<file path="src/rtl/iowin_pkg.sv">
`timescale 1ns/1ps
// Shared types and the region map of the IO window decoder.
// Assumes a 32 KiB window whose byte offsets are 15 bits wide.
package iowin_pkg;
    localparam int DEC_W = 24;
    localparam int OFF_W = 15;

    typedef enum logic [1:0] {
        BC_BERR   = 2'd0,
        BC_LIVE   = 2'd1,
        BC_FILL_1 = 2'd2,
        BC_FILL_0 = 2'd3
    } byte_class_e;

    // Window offsets (address minus 0xFF8000), inclusive bounds.
    localparam logic [OFF_W-1:0] ONES_LO  = 15'h0000, ONES_HI  = 15'h000F;
    localparam logic [OFF_W-1:0] VID_LO   = 15'h0200, VID_HI   = 15'h020F;
    localparam logic [OFF_W-1:0] SND_LO   = 15'h0800, SND_HI   = 15'h0803;
    localparam logic [OFF_W-1:0] MIR_LO   = 15'h0804, MIR_HI   = 15'h08FF;
    localparam logic [OFF_W-1:0] ZERO_LO  = 15'h0900, ZERO_HI  = 15'h093F;
    localparam logic [OFF_W-1:0] BLT_LO   = 15'h0A00, BLT_HI   = 15'h0A3F;
    localparam logic [OFF_W-1:0] TMR_LO   = 15'h7A00, TMR_HI   = 15'h7A3F;
    localparam logic [OFF_W-1:0] KBD_LO   = 15'h7C00, KBD_HI   = 15'h7C20;
    localparam logic [OFF_W-1:0] CLK_LO   = 15'h7C21, CLK_HI   = 15'h7C3F;
    localparam logic [OFF_W-1:0] MIR_MASK = 15'h7803;

    function automatic logic in_rng(input logic [OFF_W-1:0] a,
                                    input logic [OFF_W-1:0] lo,
                                    input logic [OFF_W-1:0] hi);
        return (a >= lo) && (a <= hi);
    endfunction
endpackage

</file>
<file path="src/rtl/iowin_byte_class.sv">
`timescale 1ns/1ps
// Sorts one window byte offset into its class and gives the offset the
// register port sees (aliased for the mirror band).
// Assumes the caller has already checked that the address is in the window.
module iowin_byte_class
    import iowin_pkg::*;
#(
    parameter int OW = OFF_W
) (
    input  logic [OW-1:0] off_i,
    input  logic          blit_en_i,
    input  logic          clock_en_i,
    output byte_class_e   cls_o,
    output logic [OW-1:0] dev_off_o
);
    // Region lookup, first match wins; unlisted offsets fault.
    always_comb begin
        dev_off_o = off_i;
        cls_o     = BC_BERR;
        if (in_rng(off_i, ONES_LO, ONES_HI))
            cls_o = BC_FILL_1;
        else if (in_rng(off_i, ZERO_LO, ZERO_HI))
            cls_o = BC_FILL_0;
        else if (in_rng(off_i, VID_LO, VID_HI) || in_rng(off_i, SND_LO, SND_HI)
                 || in_rng(off_i, TMR_LO, TMR_HI) || in_rng(off_i, KBD_LO, KBD_HI))
            cls_o = BC_LIVE;
        else if (in_rng(off_i, MIR_LO, MIR_HI)) begin
            cls_o     = BC_LIVE;
            dev_off_o = off_i & MIR_MASK;
        end
        else if (in_rng(off_i, BLT_LO, BLT_HI))
            cls_o = blit_en_i ? BC_LIVE : BC_BERR;
        else if (in_rng(off_i, CLK_LO, CLK_HI))
            cls_o = clock_en_i ? BC_LIVE : BC_FILL_1;
    end
endmodule

</file>
<file path="src/rtl/iowin_decoder.sv">
`timescale 1ns/1ps
// IO window access decoder: sorts each byte of a CPU access, decides the
// fault, drives per-lane strobes and returns the response one cycle later.
// Assumes the register port answers dev_rdata in the same cycle as dev_stb.
module iowin_decoder
    import iowin_pkg::*;
#(
    parameter int ADDR_W = 32,
    parameter int DATA_W = 32
) (
    input  logic                     clk,
    input  logic                     rst_n,
    input  logic                     req_valid,
    input  logic [ADDR_W-1:0]        req_addr,
    input  logic [1:0]               req_size,
    input  logic                     req_write,
    input  logic                     req_super,
    input  logic [DATA_W-1:0]        req_wdata,
    input  logic                     cfg_blit_en,
    input  logic                     cfg_clock_en,
    output logic                     ack,
    output logic                     berr,
    output logic [DATA_W-1:0]        rdata,
    output logic [DATA_W/8-1:0]      dev_stb,
    output logic                     dev_we,
    output logic [DATA_W-1:0]        dev_wdata,
    output logic [(DATA_W/8)*OFF_W-1:0] dev_lane_addr,
    input  logic [DATA_W-1:0]        dev_rdata
);
    localparam int LANES = DATA_W / 8;
    localparam logic [DEC_W-1:0] WIN_BASE = 24'hFF8000;
    localparam logic [DEC_W-1:0] TOP_WORD = 24'hFFFFFE;
    localparam logic [DEC_W-1:0] TOP_LONG = 24'hFFFFFC;

    logic [DEC_W-1:0] a24;
    logic             unused_hi;
    logic [2:0]       nbytes;
    logic             in_win, illegal, fault, reject;
    logic [2:0]       err_cnt;
    logic [LANES-1:0] live_lane;
    logic [DATA_W-1:0] rd_mix;
    byte_class_e      cls  [LANES];
    logic [OFF_W-1:0] doff [LANES];

    assign a24       = req_addr[DEC_W-1:0];
    assign unused_hi = ^req_addr[ADDR_W-1:DEC_W];
    assign in_win    = (a24 >= WIN_BASE);

    // Byte count of the request from its size code.
    always_comb begin
        case (req_size)
            2'd0:    nbytes = 3'd1;
            2'd1:    nbytes = 3'd2;
            default: nbytes = 3'd4;
        endcase
    end

    assign illegal = ((nbytes == 3'd2) && (a24 > TOP_WORD)) ||
                     ((nbytes == 3'd4) && (a24 > TOP_LONG));

    // One classifier per byte position of the widest access.
    for (genvar k = 0; k < LANES; k++) begin : g_byte
        iowin_byte_class #(.OW(OFF_W)) u_cls (
            .off_i      (a24[OFF_W-1:0] + OFF_W'(k)),
            .blit_en_i  (cfg_blit_en),
            .clock_en_i (cfg_clock_en),
            .cls_o      (cls[k]),
            .dev_off_o  (doff[k])
        );
    end

    // Map bytes to big-endian right-justified lanes and merge read data.
    always_comb begin
        err_cnt       = '0;
        live_lane     = '0;
        rd_mix        = '0;
        dev_lane_addr = '0;
        for (int k = 0; k < LANES; k++) begin
            if (k < int'(nbytes)) begin
                int lane;
                lane = int'(nbytes) - 1 - k;
                dev_lane_addr[OFF_W*lane +: OFF_W] = doff[k];
                case (cls[k])
                    BC_LIVE: begin
                        live_lane[lane]     = 1'b1;
                        rd_mix[8*lane +: 8] = dev_rdata[8*lane +: 8];
                    end
                    BC_FILL_0: rd_mix[8*lane +: 8] = 8'h00;
                    BC_FILL_1: rd_mix[8*lane +: 8] = 8'hFF;
                    default: begin
                        err_cnt             = err_cnt + 3'd1;
                        rd_mix[8*lane +: 8] = 8'hFF;
                    end
                endcase
            end
        end
    end

    assign fault     = !req_super || !in_win || (!illegal && (err_cnt == nbytes));
    assign reject    = !fault && illegal;
    assign dev_stb   = (req_valid && !fault && !reject) ? live_lane : '0;
    assign dev_we    = req_write;
    assign dev_wdata = req_wdata;

    // Response register: completion one cycle after each request.
    always_ff @(posedge clk) begin
        if (!rst_n) begin
            ack   <= 1'b0;
            berr  <= 1'b0;
            rdata <= '0;
        end else begin
            ack  <= req_valid;
            berr <= req_valid && fault;
            if (req_valid)
                rdata <= (fault || reject) ? '1 : rd_mix;
        end
    end

    p_ack_next_r10: assert property (@(posedge clk) disable iff (!rst_n)
        req_valid |=> ack);
    p_ack_idle_r10: assert property (@(posedge clk) disable iff (!rst_n)
        !req_valid |=> !ack);
    p_berr_with_ack_r10: assert property (@(posedge clk) disable iff (!rst_n)
        berr |-> ack);
    p_user_faults_r2: assert property (@(posedge clk) disable iff (!rst_n)
        (req_valid && !req_super) |=> berr);
    p_user_quiet_r2: assert property (@(posedge clk) disable iff (!rst_n)
        (req_valid && !req_super) |-> (dev_stb == '0));
    p_stb_in_size_r3: assert property (@(posedge clk) disable iff (!rst_n)
        $countones(dev_stb) <= int'(nbytes));
    p_reject_no_fault_r7: assert property (@(posedge clk) disable iff (!rst_n)
        (req_valid && req_super && illegal) |=> !berr);
endmodule

</file>
<file path="config.mk">
export PLATFORM = sky130hd
export DESIGN_NAME = iowin_decoder
export DESIGN_NICKNAME = d
export VERILOG_FILES = /design/src/rtl/iowin_pkg.sv /design/src/rtl/iowin_byte_class.sv /design/src/rtl/iowin_decoder.sv
export SDC_FILE = /design/constraint.sdc
export NUM_CORES = 1
export LEC_CHECK = 0
export ABC_CLOCK_PERIOD_IN_PS = 16350
export BUFFER_PORTS_ARGS = -buffer_cell sky130_fd_sc_hd__clkbuf_2
export CORE_MARGIN = 3
export CORE_UTILIZATION = 35
export DETAILED_ROUTE_END_ITERATION = 8
export SYNTH_ARGS = -nofsm -noshare
export SYNTH_HDL_FRONTEND = slang
export SYNTH_HIERARCHICAL = 1
export SYNTH_SLANG_ARGS = --single-unit
</file>
<file path="constraint.sdc">
create_clock -name clk -period 16.35 [get_ports clk]
set_input_delay 0.8175 -clock clk [delete_from_list [all_inputs] [get_ports clk]]
set_output_delay 0.8175 -clock clk [all_outputs]
set_load 0.02 [all_outputs]
</file>
# After elaboration in Yosys (flattened, before gate mapping)
# Index checks and enable logic that the tools add are counted.
# word_totals
register_bits	34
elab_cells	329
# classes
n_addsub	18
multipliers	4
magnitude_cmp	87
n_eq_ne	16
shift	28
muxes	93
bitwise_logic	7
n_reduce_logical	73
# ops
operator	n
bitwise mux 32 bit	9
indexed part select 8 x 33 -> 32 bit (first input constant)	8
one-hot mux 32 bit (2 select lines)	4
greater-or-equal comparator 15 x 12 -> 1 bit (second input constant)	16
less-or-equal comparator 15 x 12 -> 1 bit (second input constant)	16
two-way mux 60 bit	4
variable shift 15 x 33 -> 60 bit (first input constant)	4
indexed part select 15 x 33 -> 60 bit	4
bitwise mux 60 bit	3
greater-or-equal comparator 15 bit (second input constant)	12
less-or-equal comparator 15 bit (second input constant)	12
two-way mux 11 bit	16
negation 32 -> 33 bit	5
two-way mux 32 bit	5
variable shift 8 x 33 -> 32 bit (first input constant)	4
indexed part select 8 x 33 -> 32 bit	4
bitwise AND 32 bit	3
greater-or-equal comparator 32 x 1 -> 1 bit (second input constant)	2
less-than comparator 32 x 4 -> 1 bit (second input constant)	2
multiplier 5 x 32 -> 32 bit (first input constant)	2
indexed part select 32 x 32 -> 8 bit	2
bitwise AND 60 bit	1
greater-or-equal comparator 15 x 1 -> 1 bit (second input constant)	4
greater-or-equal comparator 15 x 10 -> 1 bit (second input constant)	4
40 further kinds	180

# Logic depth before layout (Yosys ltp)
# logic_depth
ltp_word	29
ltp_mapped	25
mapped_depth_nobuf	23

# Modules after synthesis
# The synthesis kept the hierarchy.
# modules_own_cells
module	instances	cells_per_inst	area_each_um2	seq_area_each_um2
iowin_decoder	1	855	5646.7	680.7
iowin_byte_class	4	44	311.5	0.0

# Worst setup path after synthesis
# Ideal clock, no wire load.
# synth_path
kind	input-to-output
startpoint	input req_addr[4]
endpoint	output dev_stb[3]
arrival_time_ps	6318
required_ps	15532
slack_ps	9215
cell_stages	23
path_buffers	1
path_cell_list	clkbuf_1 -> and4_1 -> and4_1 -> and3_1 -> nand2_1 -> xnor2_1 -> nand3_1 -> and4bb_2 -> or3b_1 -> a211oi_1 -> nor2_1 -> ha_1 -> a21o_1 -> ha_1 -> or4b_1 -> o21ai_0 -> ha_1 -> xnor2_1 -> nor3_1 -> o21ai_0 -> a22oi_4 -> nor3_2 -> a21boi_0
# synth_rtl
element	line_no	source
start: declaration	iowin_decoder.sv:14	input logic [ADDR_W-1:0] req_addr,
end: declaration	iowin_decoder.sv:24	output logic [DATA_W/8-1:0] dev_stb,

==> run metrics <==
status=finished clean; Non-Filler Instances=1333; Root Buffer=clkbuf_16; synthesized-area fraction occupied by ao, oa, aoi and oai cells=0.291; CTS Buf Count=5; Req. time, crit path=15530 ps; DR pass1 iterations=5; Post-CTS Setup Bufs=0; Reg2Reg Setup Slack=15610 ps; pin count of the biggest net entering global routing=54; placed cell area=7340 um^2; met3 Use GR=0.0369; Longest Clk Path Bufs=2; Hold WC Path Type=flip-flop to flip-flop; Post-Syn Nets=1150; synthesis-to-layout area growth=8.62%; WL/cell=21.8 um; htree depth=2; number of DRC violations after detailed-routing iteration 0=1170; first-pass GRT wire length=44100 um; CTS tree=yes; vias in the first global route=7657; number of antenna repair diodes=0; Vias=8351; Routed Wire Length=29100 um; Avg Inst Size Synth=6.69 um^2; peak supply drop=33.5 uV; PortBufs=161; FP Rows=50; Synth Flop Type=dfxtp_1; Max Slew Vio Count=0; simple-gate share of the synthesized area=0.320; Pleak=3.04 nW; multi-input logic area=5340 um^2; clock sink count=34; Crit Path Class=primary input to output pin; unrepaired setup endpoints after global routing=no; Sequential Area=681 um^2; crit share post-route=0.556; Via density=6.26; final setup fails=0; TNS Setup=0 ps; largest family of logic cells by synthesized area=simple AND/OR/NAND/NOR gates; worst skew pair latency=270 ps; Filler cells=2109; mux cell area share after synthesis=0.0869; initial antenna violation count=0; Hold Buf Count CTS=0; synthesized area=6890 um^2; Core Region=19000 um^2; Startpoint Class=primary input; Synth Instances=1031; most common cell in the synthesized netlist=nand2_1; Post-synth EDFFs=0; finished layout cell area=7490 um^2; max_cap viols=0; Final Hold Vio Count=0; grt ovf=0; fraction of registers with async set/reset=0; top post-synthesis cells by count=nand2_1, a21oi_1, nor2_1, o21ai_0; share of the synthesized area in the top cell type=0.0987; Crit. End Element=output pin; synth top area cells=dfxtp_1, a21oi_1, buf_4, nand2_1, mux2i_1; DP Cell Count=1325; flops & latches, synth=34; post-synth top area cell=dfxtp_1; Die Y-Extent=146 um; Tmin final=9100 ps; Final Skew=0 ps; die width=146 um; xor/xnor share of the synthesized area=0.0508; sequential area share after synthesis=0.0987; die area=21400 um^2; synthesized-area fraction occupied by adder cells=0.0254; Ports=236; Unique masters post-synth=70; Nets=1191; worst rel slew slack=0.177; met2 Use GR=0.390; achievable frequency=110 MHz; CP Data Arrival Time=8280 ps; initial core utilization=0.362; GRT Util Overall=0.253; Least-Margin Pin Slew=1230 ps; share of layout cells above drive strength 1=0.204; post-route ant nets=0; Tot Pwr=0.411 mW; clock slew at reported path FFs=50 ps; Placer Congestion=1.05; M1 GR Usage=0.361; Post-route DRC=0; Min Hold Slack=535 ps; Detailed Place HPWL=21600 um; Synth Warn #=7; Post-CTS Resized=0; Power per Cell Area=54.9 nW/um^2; most crowded layer after global routing=met2; Max FO, Critical Path=23
-- cell usage in the layout (no fill, tap or decap), types with 7 or more instances in the layout --
cell	n
a21oi_1	109
nand2b_1	22
o21ai_0	62
a211oi_1	7
buf_4	14
inv_1	19
dfxtp_1	34
o211ai_1	12
xnor2_1	27
mux2i_1	43
or3_1	17
a22o_1	13
nand4_1	14
nor2_1	79
a31oi_1	11
nand3_1	29
nor2b_1	18
xor2_1	13
and3_1	8
mux4_2	7
o22ai_1	16
nor4_1	13
and2_1	23
ha_1	13
nor3_1	21
a22oi_1	25
nand2_1	117
clkbuf_2	161
o311ai_0	7
a32oi_1	10
-- sequential cells by signal (all words and copies together) (netlist names) --
| register | count |
|---|---|
| ack | 1 |
| berr | 1 |
| rdata | 32 |
-- metal layers --
layer | up-vias | part of all wire
met3 | 94 | 0.10
met2 | 528 | 0.44
met4 | 0 | 0.037
li1 | 3804 | -
met5 | - | 0
met1 | 3925 | 0.42
-- final timing paths --
kind	start	endpoint	cells past startpoint
hold reg to reg	rdata[14]$_SDFFE_PN0P_	rdata[14]$_SDFFE_PN0P_	2
setup / recovery	req_addr[1]	dev_stb[3]	24
setup reg to reg	rdata[5]$_SDFFE_PN0P_	rdata[5]$_SDFFE_PN0P_	2
hold / removal	rdata[14]$_SDFFE_PN0P_	rdata[14]$_SDFFE_PN0P_	2
-- cells by family (layout without fill, tap and decap cells) --
family,after synthesis,after routing
xor+xnor,40,40
fa+ha+maj,14,14
compound gates,314,314
buf+inv,162,204
flops,34,34
mux,51,51
simple gates,416,416
-- worst max-delay path, stage by stage --
cell	delay (ps)
clkbuf_2	290
ha_1	420
nand3_1	150
or3_1	390
nor2_1	130
xor2_1	730
nand3_1	120
and4bb_2	360
or3b_1	360
a211oi_1	720
nor2_1	120
ha_1	320
a21o_1	190
ha_1	270
or4b_1	450
o21ai_0	110
ha_1	220
xnor2_1	120
nor3_1	50
o21ai_0	320
a22oi_4	180
nor3_4	790
a21boi_0	400
clkbuf_2	240
-- metrics by stage --
stage / setup slack [ps] / utilization
final: 7250 / 0.394
after global routing: 6890 / 0.394
after CTS: 7500 / 0.394
after detailed placement: 7500 / 0.386
after global placement: 7560 / 0.386
after floorplan: 9210 / -
-- where the power goes --
part | leakage [nW] | internal (mW) | switching [mW]
clock network | 0.0739 | 0.0603 | 0.0340
registers | 0.285 | 0.0889 | 0.00338
logic | 2.68 | 0.0719 | 0.152
-- area by class of cell --
class,count,share of cell area
clock buffers,7,0.0191
well taps,260,0.0434
multi-input cells,835,0.714
clock inverters,1,0.000668
repair buffers,175,0.122
inverters,21,0.0105
flip-flops and latches,34,0.0909
Power figures use the tool's default switching activity.
